### config.mk
export PLATFORM = sky130hd
export DESIGN_NAME = dbi_serial_tx
export DESIGN_NICKNAME = d
export VERILOG_FILES = /design/src/rtl/dbi_serial_tx.sv
export SDC_FILE = /design/constraint.sdc
export NUM_CORES = 1
export LEC_CHECK = 0
export BUFFER_PORTS_ARGS = -buffer_cell sky130_fd_sc_hd__buf_4
export CAP_MARGIN = 20
export CORE_AREA = 2 2 103 105
export DETAILED_ROUTE_END_ITERATION = 10
export DIE_AREA = 0 0 105 107
export PLACE_DENSITY_LB_ADDON = 0.05
export SETUP_SLACK_MARGIN = 0.2
export SYNTH_ARGS = -nofsm -noshare
export SYNTH_HDL_FRONTEND = slang
export SYNTH_SLANG_ARGS = --single-unit
### constraint.sdc
create_clock -name clk -period 2.7 [get_ports clk]
set_input_delay 0.54 -clock clk [delete_from_list [all_inputs] [get_ports clk]]
set_output_delay 0.54 -clock clk [all_outputs]
set_load 0.1 [all_outputs]
### src/rtl/dbi_serial_tx.sv
module dbi_serial_tx #(
  parameter int DIV_W    = 8,
  parameter int RST_W    = 16,
  parameter int SETTLE_W = 16
) (
  input  logic                clk,
  input  logic                rst_n,
  input  logic [1:0]          mode,
  input  logic [DIV_W-1:0]    div,
  input  logic                in_valid,
  input  logic [7:0]          in_data,
  input  logic                in_is_data,
  output logic                in_ready,
  input  logic                rst_req,
  input  logic [RST_W-1:0]    rst_len,
  input  logic [SETTLE_W-1:0] settle_len,
  output logic                csx_n,
  output logic                sclk,
  output logic                sdo,
  output logic                dcx,
  output logic                panel_rst_n
);
  localparam int CW = (RST_W > SETTLE_W) ? RST_W : SETTLE_W;

  typedef enum logic [2:0] {S_IDLE, S_SHIFT, S_HOLD, S_RLOW, S_SETTLE} st_t;

  st_t              st;
  logic [DIV_W-1:0] half;
  logic [15:0]      sr;
  logic [4:0]       bits_left;
  logic [4:0]       nbits;
  logic [5:0]       hold_half;
  logic [CW-1:0]    rcnt;
  logic             csx_q, sclk_q, dcx_q, prst_q;

  logic [15:0] f_bits;
  logic [4:0]  f_len;
  logic        tick, take;
  logic [5:0]  hold_last;

  assign tick      = (half == div);
  assign in_ready  = (st == S_IDLE && !rst_req) || (st == S_HOLD);
  assign take      = in_valid && in_ready;
  assign hold_last = 6'({1'b0, nbits} << 1) - 6'd1;

  always_comb begin
    case (mode)
      2'd0:    begin f_bits = {in_is_data, in_data, 7'b0};   f_len = 5'd9;  end
      2'd1:    begin f_bits = {7'b0, in_is_data, in_data};   f_len = 5'd16; end
      default: begin f_bits = {in_data, 8'b0};               f_len = 5'd8;  end
    endcase
  end

  assign csx_n       = csx_q;
  assign sclk        = sclk_q;
  assign sdo         = sr[15];
  assign dcx         = dcx_q;
  assign panel_rst_n = prst_q;

  always_ff @(posedge clk or negedge rst_n) begin
    if (!rst_n) begin
      st        <= S_IDLE;
      half      <= '0;
      sr        <= '0;
      bits_left <= '0;
      nbits     <= '0;
      hold_half <= '0;
      rcnt      <= '0;
      csx_q     <= 1'b1;
      sclk_q    <= 1'b0;
      dcx_q     <= 1'b0;
      prst_q    <= 1'b1;
    end else begin
      case (st)
        S_IDLE: begin
          if (rst_req) begin
            prst_q <= 1'b0;
            rcnt   <= (rst_len == '0) ? '0 : CW'(rst_len - 1'b1);
            st     <= S_RLOW;
          end else if (take) begin
            sr        <= f_bits;
            bits_left <= f_len;
            nbits     <= f_len;
            csx_q     <= 1'b0;
            dcx_q     <= in_is_data;
            half      <= '0;
            sclk_q    <= 1'b0;
            st        <= S_SHIFT;
          end
        end
        S_SHIFT: begin
          if (tick) begin
            half <= '0;
            if (!sclk_q) begin
              sclk_q <= 1'b1;
            end else begin
              sclk_q    <= 1'b0;
              sr        <= sr << 1;
              bits_left <= bits_left - 5'd1;
              if (bits_left == 5'd1) begin
                st        <= S_HOLD;
                hold_half <= '0;
              end
            end
          end else begin
            half <= half + 1'b1;
          end
        end
        S_HOLD: begin
          if (take) begin
            sr        <= f_bits;
            bits_left <= f_len;
            nbits     <= f_len;
            dcx_q     <= in_is_data;
            half      <= '0;
            st        <= S_SHIFT;
          end else if (tick) begin
            half <= '0;
            if (hold_half == hold_last) begin
              csx_q <= 1'b1;
              st    <= S_IDLE;
            end else begin
              hold_half <= hold_half + 6'd1;
            end
          end else begin
            half <= half + 1'b1;
          end
        end
        S_RLOW: begin
          if (rcnt == '0) begin
            prst_q <= 1'b1;
            rcnt   <= (settle_len == '0) ? '0 : CW'(settle_len - 1'b1);
            st     <= S_SETTLE;
          end else begin
            rcnt <= rcnt - 1'b1;
          end
        end
        S_SETTLE: begin
          if (rcnt == '0) st <= S_IDLE;
          else            rcnt <= rcnt - 1'b1;
        end
        default: st <= S_IDLE;
      endcase
    end
  end
endmodule

**Word-level counts from Yosys, hierarchy flattened**

Cells that the tools add are included.

- Flip-flop bits (word level): 63
- Latch bits: 0
- Memory bits (writable): 0
- Memory bits (read-only): 0
- Output and inout bits: 6
- Word-level logic and storage cells: 125
- Memories: 0

- Add/subtract/negate cells: 7
- Multipliers: 0
- Div/mod/pow operators: 0
- Magnitude comparators: 0
- Eq/ne operators: 24
- Shift-type cells: 0
- Muxes and demuxes: 59
- Bitwise gates (word level): 0
- Reduce and logical (&&, ||, !) cells: 24

Operators with widths:

| kind | number |
|---|---|
| 16-bit 2-to-1 mux | 9 |
| 16-bit one-hot mux with 3 select lines | 2 |
| 16-bit zero test | 3 |
| 16-bit by 1-bit subtractor with 16-bit output (second input constant) | 3 |
| 6-bit 2-to-1 mux | 6 |
| 8-bit 2-to-1 mux | 4 |
| 16-bit one-hot mux with 2 select lines | 1 |
| 3-bit 2-to-1 mux | 10 |
| 5-bit 2-to-1 mux | 6 |
| 2-bit inequality test (second input constant) | 12 |
| 8-bit one-hot mux with 3 select lines | 1 |
| 5-bit one-hot mux with 2 select lines | 2 |
| 3-bit one-hot mux with 5 select lines | 1 |
| 5-bit one-hot mux with 3 select lines | 1 |
| 6-bit one-hot mux with 2 select lines | 1 |
| 1-bit 2-to-1 mux | 11 |
| 3-bit AND reduction | 3 |
| 8-bit by 1-bit adder with 8-bit output (second input constant) | 1 |
| 8-bit equality test | 1 |
| 1-bit one-hot mux with 2 select lines | 4 |
| 4-bit AND reduction | 2 |
| 8-bit AND reduction | 1 |
| 2-bit nonzero test | 4 |
| 7-bit AND reduction | 1 |
| 20 further kinds | 24 |

**Depth between registers and ports, before layout**

Gate-level depths: netlist of the first run.

- Depth in word-level cells: 7
- Depth in mapped cells: 10
- Depth with buffers taken out: 8

**Worst setup path before layout of the first run**

Ideal clock, no wire load.

- Kind: reg2reg
- Start point: reg st[0]
- End point: reg st[1]
- Setup time: 79 ps
- Data arrival time: 3450 ps
- Data required time: 2621 ps
- Setup slack: -829 ps
- Stages on the path, launching flop included: 6
- Buffers on the path: 2
- Cells stage by stage: dfrtp_1 > buf_2 > clkbuf_1 > nor3_1 > a31o_2 > mux2i_1

- Word-level cells in the longest chain between the ends: 6

RTL lines:

| item | RTL line | text |
|---|---|---|
| from (decl) | 27 | `st_t st;` |
| from (signal assigned) | 62 | `st <= S_IDLE;` |
| from (signal assigned) | 79 | `st <= S_RLOW;` |
| from (signal assigned) | 88 | `st <= S_SHIFT;` |
| 3-bit zero test | 42 | `assign in_ready = (st == S_IDLE && !rst_req) \|\| (st == S_HOLD);` |
| 1-bit logical AND | 42 |  |
| 1-bit logical OR (*) | 42 |  |
| named net in_ready | 13 | `output logic in_ready,` |
| 1-bit logical AND (*) | 43 | `assign take = in_valid && in_ready;` |
| 3-bit by 2-bit inequality test with 1-bit output (no line), or another cell as far along | -- |  |
| 8-bit AND reduction (no line) / 3-bit one-hot mux with 5 select lines (equally long branches) | -- |  |

Mark *: on every way through the listed nets, which the timed path passes. The rest lies on a longest branch.
A chain may end at the register's enable or synchronous reset.

**Worst setup path after layout of the first run**

- Start point: reg st[1]
- End point: out in_ready

- Word-level cells in the longest chain between the ends: 3

RTL lines:

| item | RTL line |
|---|---|
| 3-bit zero test | 42 |
| 1-bit logical AND | 42 |
| 1-bit logical OR (*) | 42 |
| to (decl) | 13 |

Mark *: on every way between the ends. The rest lies on a longest branch, timed or not.

==> qor.txt, run 1 <==
largest net degree at the start of global routing: 62
Clock power frac: 16.3%
crit path kind: reg -> out
synth cell count leaders: o21ai_0, dfrtp_1, nor2_1
synth unique cells: 69
Setup crit end: in_ready
IR drop worst, VDD: 0.4397 mV
# fillers: 988
first-pass GRT wire length: 19,430 um
RSZ-0062 raised after global routing: no
Fmax: 432.4 MHz
Synth area leader: dfrtp_1
status: completed
total wire length: 11,350 um
Die ar.: 11,240 um2
power per cell area: 893.5 nW/um2
count of nets after finishing: 658
clock buffers created by TritonCTS: 9
Slew headroom: 47.05%
initial antenna violation count: 0
IO Port Bufs: 60
critical-path maximum fanout: 17
CTS clk-pin slew, worst paths: 70 ps
LEAKAGE: 0.002204 uW
num rows: 37
clk_lat worst skew: 330 ps
P_sw: 2141 uW
number of max-cap violations: 0
Core Area: 10,090 um2
P&R area growth vs syn: 18.61%
Final setup viols: 0
H-tree levels: 3
nature of the critical path endpoint: output pin
transition time of the tightest slew-check pin: 794.2 ps
Reg2Reg Launch Point: rcnt[0]
Syn Std Cell Area: 4443 um2
Startpoint Class: flip-flop
Max clock buf depth: 2
Sw Ratio: 45.47%
CTS tree: built
Die Width: 105 um
register area share after synthesis: 34.41%
Seq pwr share: 33.5%
Area contributors post-synth: dfrtp_1, o21ai_0, nor2_1
Final TNS setup: 0 ps
Yosys reg bits: 61
area share of the largest cell type after synthesis: 33.23%
YS warnings: 0
Main synth FF type: dfrtp_1
Async SR Flop Fraction: 100.0%
wire per inst: 15.46 um
max-slew violations: 0
Root Driver: clkbuf_8
r2r worst-path depth: 9
total track usage: 21.14%
die outline height: 107 um
DRC violations left: 0
clk_skew: 14.15 ps
most common cell in the netlist: o21ai_0
Syn Nets: 594
Initial Utilization: 44.02%
endpoints failing hold: 0
Sequential cell area: 1529 um2
capture point of the worst reg-to-reg path: rcnt[0]
Multi-input gate area: 2749 um2
Hold WC Path Type: in -> async
Comb power frac: 50.2%
gp weighted congestion: 0.8571
DR iter-0 viols: 205
Pre-antenna DRT Iters: 6
Int Pwr: 2567 uW
CP arrival: 1770 ps
vias in the first global route: 4,063
Syn Area/Cell: 8.399 um2
io pins: 61
Final WS setup: 387.5 ps
Post-DRT Antenna Nets: 0
clock sink count: 61
Min Clock Period, post-route: 2312 ps
Syn Inst Count: 529
Post-CTS Setup Bufs: 0
Tcrit/Tclk final: 85.65%
Critical Path Start: st[1]
total gr overflow: 0
vias per inst: 5.653
EDFF count, synth: 0
r2r setup slk: 410 ps
WP data required: 2160 ps
n_diodes: 0
vias after detailed routing: 4,149
share of cells above drive strength 1: 20.07%
dpl hpwl: 8531 um
pre-CTS WS: 271.9 ps
## stage by stage
step                      power, uW  hold slack [ps]  cells  utilization, %  cell area, um2
after floorplan                3293            244.4    529               -            4454
after CTS                      4728            320.4    734           52.19            5268
final                          4709            277.4    734           52.22            5270
after global routing           5098            358.5    734           52.22            5270
after global placement         3893            462.0    718           50.33            5080
after detailed placement       3934            467.1    718           50.33            5080
## sequential cells by signal, summed over array words and instances (netlist names), 3 cells and up
| name | flops |
|---|---|
| hold_half | 6 |
| half | 8 |
| nbits | 3 |
| rcnt | 16 |
| sr | 16 |
| bits_left | 5 |
| st | 3 |
## what timing repair did
item | in CTS | in global routing
endpoints found under the setup margin | 0 | 1
gates resized for setup | 0 | 1
hold buffers | 0 | 0
## kinds of logic (layout without fill, tap and decap cells)
logic type,Yosys count,after routing,synth area share [%]
DFF,61,61,34.41
buffers and inverters,39,108,4.140
AOI/OAI and AO/OA,155,155,21.71
and+or+nand+nor,215,215,26.56
xor gates and xnor gates,39,39,7.998
muxes,10,10,2.366
adders and majority gates,10,10,2.816
## how the worst min path moves through the flow
stage,depth (start not counted),end,slack (ps),start
floorplan,0,bits_left[0],240,rst_n
global placement,2,sr[14],460,sr[14]
detailed placement,2,sr[14],470,sr[14]
CTS,1,nbits[4],320,rst_n
global route,1,sr[11],360,rst_n
finish,1,sr[12],280,rst_n
## power groups by stage
stage / combinational (uW) / clock [uW] / sequential, uW
after detailed placement: 2350 / 0 / 1590
after CTS: 2360 / 797 / 1570
after global placement: 2320 / 0 / 1580
after global routing: 2630 / 837 / 1630
final: 2360 / 767 / 1580
after floorplan: 1660 / 0 / 1630
## layout by cell type, fill, tap and decap left out, types with 5 or more instances in the layout
cell type  count
nand3_1       20
o21ai_1        7
mux2i_1        6
nor2_1        59
nor2b_1        8
dfrtp_1       59
a21oi_1       31
nor3_1        16
clkbuf_8      12
and3_1         9
or3_1          6
inv_1         15
o31ai_1        7
o22ai_1       10
xnor2_1       19
o21ai_0       61
nand2_1       46
nor4_1         6
nand4_1        6
a221o_1        8
buf_4         77
nand3b_1       5
ha_1          10
xor2_1        19
## worst max-delay path, stage by stage (launching register included)
cell and delay (ps):
dfrtp_1 680, nor2b_1 210, nor3_4 220, buf_4 330
## per-layer routing
metal / global-route usage [%] / vias up / wire, um
met2: 36.36 / 88 / 5496
met3: 3.526 / 11 / 427
met1: 28.19 / 1985 / 5329
met4: 4.190 / 0 / 95
li1: - / 2065 / -
met5: 0 / - / 0
## area by class of cell
type	count	share of cell area [%]
Clock buffer	13	3.205
Clock inverter	3	0.3561
Inverter	15	1.068
Multi-Input combinational cell	429	52.16
Sequential cell	61	29.01
Tap cell	136	3.229
Timing Repair Buffer	77	10.97
Power figures use the tool's default switching activity.
==> run 2: changes to the inputs <==
--- a/config.mk
+++ b/config.mk
@@ -7,9 +7,11 @@
 export LEC_CHECK = 0
 export BUFFER_PORTS_ARGS = -buffer_cell sky130_fd_sc_hd__buf_4
 export CAP_MARGIN = 20
-export CORE_AREA = 2 2 103 105
+export CELL_PAD_IN_SITES_DETAIL_PLACEMENT = 1
+export CELL_PAD_IN_SITES_GLOBAL_PLACEMENT = 2
+export CORE_AREA = 2 2 116 118
 export DETAILED_ROUTE_END_ITERATION = 10
-export DIE_AREA = 0 0 105 107
+export DIE_AREA = 0 0 118 120
 export PLACE_DENSITY_LB_ADDON = 0.05
 export SETUP_SLACK_MARGIN = 0.2
 export SYNTH_ARGS = -nofsm -noshare
==> qor.txt, run 2 (synthesis results as in run 1) <==
status: completed
WP data required: 2910 ps
gp weighted congestion: 0.8513
worst path bufs/invs: 2
initial antenna violation count: 0
endpoints failing hold: 0
CTS tree: built
largest net degree at the start of global routing: 62
io pins: 61
clock buffers created by TritonCTS: 9
Fmax: 430.4 MHz
Post-CTS Setup Bufs: 0
transition time of the tightest slew-check pin: 819.6 ps
max-slew violations: 0
Initial Utilization: 34.23%
Tcrit/Tclk final: 86.04%
Crit path largest cell delay: 400 ps
Max clock buf depth: 2
number of max-cap violations: 0
IO Port Bufs: 60
cts repair resizes: 0
vias per inst: 5.386
Root Driver: clkbuf_16
capture point of the worst reg-to-reg path: rcnt[0]
total track usage: 20.45%
Critical Path Start: rcnt[0]
final hold slack: 295.2 ps
commonest non-fill, non-tap cell in the layout: buf_4
clk_lat worst skew: 340 ps
total power: 5432 uW
P&R area growth vs syn: 24.92%
top library cells by usage in the layout, fill and taps aside: buf_4, o21ai_0, nor2_1, dfrtp_1, nand2_1
Final TNS setup: 0 ps
Core Area: 12,980 um2
count of hold-fix buffers inserted at cts: 0
Post-DRT Antenna Nets: 0
IR drop worst, VDD: 0.3387 mV
clk_skew: 5.755 ps
critical path's slowest cell: a211oi_1
Final WS setup: 376.8 ps
# fillers: 1,572
power per cell area: 978.6 nW/um2
H-tree levels: 3
clock sink count: 61
dpl hpwl: 11,020 um
crit-path cells: inv_1 > ha_1 > nor3b_1 > nand2_2 > o31ai_4 > buf_12 > o22ai_1 > a211oi_1 > a21oi_1
Startpoint Class: flip-flop
WL met1: 6476 um
delay-heaviest family, CP: compound AO/OA/AOI/OAI gates
Multi-input gate area: 2746 um2
largest registers: rcnt: 16 flops, sr: 16 flops, half: 8 flops
r2r worst-path depth: 9
die outline height: 120 um
met2 wire length: 6879 um
first-pass GRT wire length: 22,980 um
pre-CTS WS: 181.8 ps
critical-path maximum fanout: 21
CP arrival: 2530 ps
Top Metal Used: met4
Sequential cell area: 1529 um2
Final setup viols: 0
DR iter-0 viols: 186
Reg2Reg Launch Point: rcnt[0]
total gr overflow: 0
Slew headroom: 45.36%
total wire length: 14,110 um
wire per inst: 18.01 um
RSZ-0062 raised after global routing: no
Die Width: 118 um
r2r setup slk: 380 ps
count of nets after finishing: 667
CTS clk-pin slew, worst paths: 60 ps
LEAKAGE: 0.002315 uW
Die ar.: 14,160 um2
crit path kind: reg -> reg
Hold WC Path Type: in -> async
final core occ: 42.76%
share of cells above drive strength 1: 20.92%
n_diodes: 0
nature of the critical path endpoint: flip-flop
vias after detailed routing: 4,217
vias in the first global route: 4,379
num rows: 42
Min Clock Period, post-route: 2323 ps
Pre-antenna DRT Iters: 4
met3 WL: 429 um
DRC violations left: 0
## run 2: worst max-delay path by stage
stage	to	cells after the start
after detailed placement	rcnt[14]	9
after global routing	rcnt[0]	9
final	rcnt[0]	9
after CTS	rcnt[0]	9
after global placement	rcnt[1]	9
after floorplan	st[1]	5
## run 2: final cells by class
cell class / instances / area share (%)
Clock inverter: 3 / 1.217
Inverter: 15 / 1.014
Multi-Input combinational cell: 429 / 49.48
Timing Repair Buffer: 86 / 12.08
Tap cell: 176 / 3.968
Clock buffer: 13 / 4.689
Sequential cell: 61 / 27.55
## run 2: stage by stage
stage	area, um2	instances
3_3_place_gp	5223	767
3_5_place_dp	5223	767
4_1_cts	5550	783
5_1_grt	5550	783
2_1_floorplan	4454	529
6_report	5550	783
## run 2: per-layer routing
layer	track usage, %	vias to the layer above
met5	0	-
met1	26.15	2048
met4	7.078	0
met3	3.802	19
met2	34.70	70
li1	-	2080
## run 2: power breakdown
group	total, uW	switching, uW	internal (uW)
clock	1290	427	859
sequential	1570	327	1240
combinational	2570	1580	998
total	5430	2330	3100
==> run 3: changes to the inputs <==
--- a/config.mk
+++ b/config.mk
@@ -5,13 +5,14 @@
 export SDC_FILE = /design/constraint.sdc
 export NUM_CORES = 1
 export LEC_CHECK = 0
+export ABC_AREA = 1
 export BUFFER_PORTS_ARGS = -buffer_cell sky130_fd_sc_hd__buf_4
 export CAP_MARGIN = 20
 export CELL_PAD_IN_SITES_DETAIL_PLACEMENT = 1
 export CELL_PAD_IN_SITES_GLOBAL_PLACEMENT = 2
-export CORE_AREA = 2 2 116 118
+export CORE_AREA = 2 2 130 132
 export DETAILED_ROUTE_END_ITERATION = 10
-export DIE_AREA = 0 0 118 120
+export DIE_AREA = 0 0 132 134
 export PLACE_DENSITY_LB_ADDON = 0.05
 export SETUP_SLACK_MARGIN = 0.2
 export SYNTH_ARGS = -nofsm -noshare
==> qor.txt, run 3 <==
DRC violations left: 0
clock sink count: 61
Syn Inst Count: 844
total track usage: 19.46%
Multi-input gate area: 3050 um2
CP arrival: 2400 ps
DR iter-0 viols: 149
Yosys reg bits: 61
Area contributors post-synth: dfrtp_1, nand2_1, nor2_1
initial antenna violation count: 0
total wire length: 16,800 um
CTS clk-pin slew, worst paths: 60 ps
Syn Area/Cell: 6.094 um2
power per cell area: 998.1 nW/um2
commonest non-fill, non-tap cell in the layout: nand2_1
gp weighted congestion: 0.8433
Max clock buf depth: 2
die outline height: 134 um
Core Area: 16,290 um2
clock buffers created by TritonCTS: 9
share of cells above drive strength 1: 12.46%
WP data required: 2930 ps
num rows: 47
n_diodes: 0
most common cell in the netlist: nand2_1
Synth area leader: dfrtp_1
Slew headroom: 41.42%
P&R area growth vs syn: 19.82%
crit path kind: reg -> reg
final core occ: 37.84%
max-slew violations: 0
EDFF count, synth: 0
clk_skew: 8.460 ps
transition time of the tightest slew-check pin: 878.7 ps
# fillers: 2,212
CTS tree: built
YS warnings: 0
vias in the first global route: 5,682
synth unique cells: 38
Sequential cell area: 1529 um2
vias per inst: 4.827
Tcrit/Tclk final: 80.36%
LEAKAGE: 0.003105 uW
Post-CTS Setup Bufs: 0
IO Port Bufs: 60
synth cell count leaders: nand2_1, nor2_1, inv_1
Startpoint Class: flip-flop
Async SR Flop Fraction: 100.0%
count of nets after finishing: 975
largest net degree at the start of global routing: 62
Final setup viols: 0
Pre-antenna DRT Iters: 4
Post-DRT Antenna Nets: 0
vias after detailed routing: 5,479
Final TNS setup: 0 ps
H-tree levels: 3
Initial Utilization: 31.58%
Main synth FF type: dfrtp_1
largest registers: rcnt: 16 flops, sr: 16 flops, half: 8 flops
Root Driver: clkbuf_16
register area share after synthesis: 29.73%
Final WS setup: 530.2 ps
nature of the critical path endpoint: flip-flop
Min Clock Period, post-route: 2170 ps
Syn Std Cell Area: 5144 um2
dpl hpwl: 13,310 um
status: completed
wire per inst: 14.80 um
cts repair resizes: 0
total power: 6152 uW
Syn Nets: 909
critical-path maximum fanout: 11
area share of the largest cell type after synthesis: 28.70%
Die ar.: 17,690 um2
Fmax: 460.9 MHz
RSZ-0062 raised after global routing: no
first-pass GRT wire length: 27,680 um
Hold WC Path Type: in -> async
pre-CTS WS: 355.0 ps
clk_lat worst skew: 350 ps
number of max-cap violations: 0
endpoints failing hold: 0
io pins: 61
total gr overflow: 0
top library cells by usage in the layout, fill and taps aside: nand2_1, nor2_1, inv_1
Die Width: 132 um
IR drop worst, VDD: 0.4499 mV
count of hold-fix buffers inserted at cts: 0
==> run 3: cell count changes in the layout (fill, tap and decap cells not counted), moves of 8 or more <==
cell	before	now
nand2_1	46	252
inv_1	15	120
nor2_1	59	131
nand3_1	20	86
o21ai_0	61	27
buf_4	84	71
a21oi_1	31	21
xnor2_1	19	9
nand4_1	6	15
a221o_1	8	0
and3_1	9	1
nor2b_1	8	0
==> run 3: cells by family after synthesis <==
group / after synthesis / synth area share, %
compound gates: 85 / 9.706
xor+xnor: 26 / 4.427
fa+ha+maj: 10 / 2.432
buf+inv: 142 / 10.97
flops: 61 / 29.73
simple gates: 520 / 42.74
==> run 3: cell type report <==
| class | instances | share of cell area [%] |
|---|---|---|
| Tap cell | 220 | 4.466 |
| Sequential cell | 61 | 24.81 |
| Multi-Input combinational cell | 641 | 49.49 |
| Timing Repair Buffer | 71 | 8.648 |
| Inverter | 126 | 7.674 |
| Clock buffer | 11 | 3.938 |
| Clock inverter | 5 | 0.9744 |
==> run 3: critical path: stages, from the launching register on <==
cell	delay, ps
dfrtp_1	400
inv_1	190
ha_1	280
nand2_1	80
nor2_1	110
nand2_1	130
nand2_1	160
nand2_1	300
nand3_1	190
nand3_1	90
nor2_1	90
nor2_1	40
==> run 3: final timing paths <==
check | from | end | slack [ps] | cells past startpoint
min in group clk | in_data[0] | sr[0] | 470 | 3
hold / removal | rst_n | half[1] | 310 | 1
max in group asynchronous | rst_n | sr[2] | 1820 | 1
setup reg to reg | rcnt[0] | rcnt[13] | 530 | 11
hold reg to reg | sr[15] | sr[15] | 470 | 2
setup / recovery | rcnt[0] | rcnt[13] | 530 | 11
==> run 3: metrics by stage <==
step	instances	hold WS, ps	cell area, um2
finish	1135	310.1	6163
global route	1135	369.7	6163
CTS	1135	347.6	6163
detailed placement	1119	459.3	5861
global placement	1119	456.6	5861
floorplan	844	244.4	5144
==> run 3: where the power goes <==
group          switching [uW]  leakage, uW  total, uW  internal [uW]
combinational            2340      0.00219       3380           1050
sequential                297     0.000768       1570           1270
clock                     459     0.000146       1200            741
total                    3090      0.00310       6150           3060
==> run 3: routing by layer <==
layer / vias up / share of wire [%] / routed length [um] / global-route usage (%)
li1: 2801 / - / - / -
met1: 2588 / 46 / 7691 / 23.46
met2: 70 / 50 / 8324 / 35.36
met3: 20 / 2.5 / 419 / 2.797
met4: 0 / 2.2 / 365 / 6.824
met5: - / 0 / 0 / 0
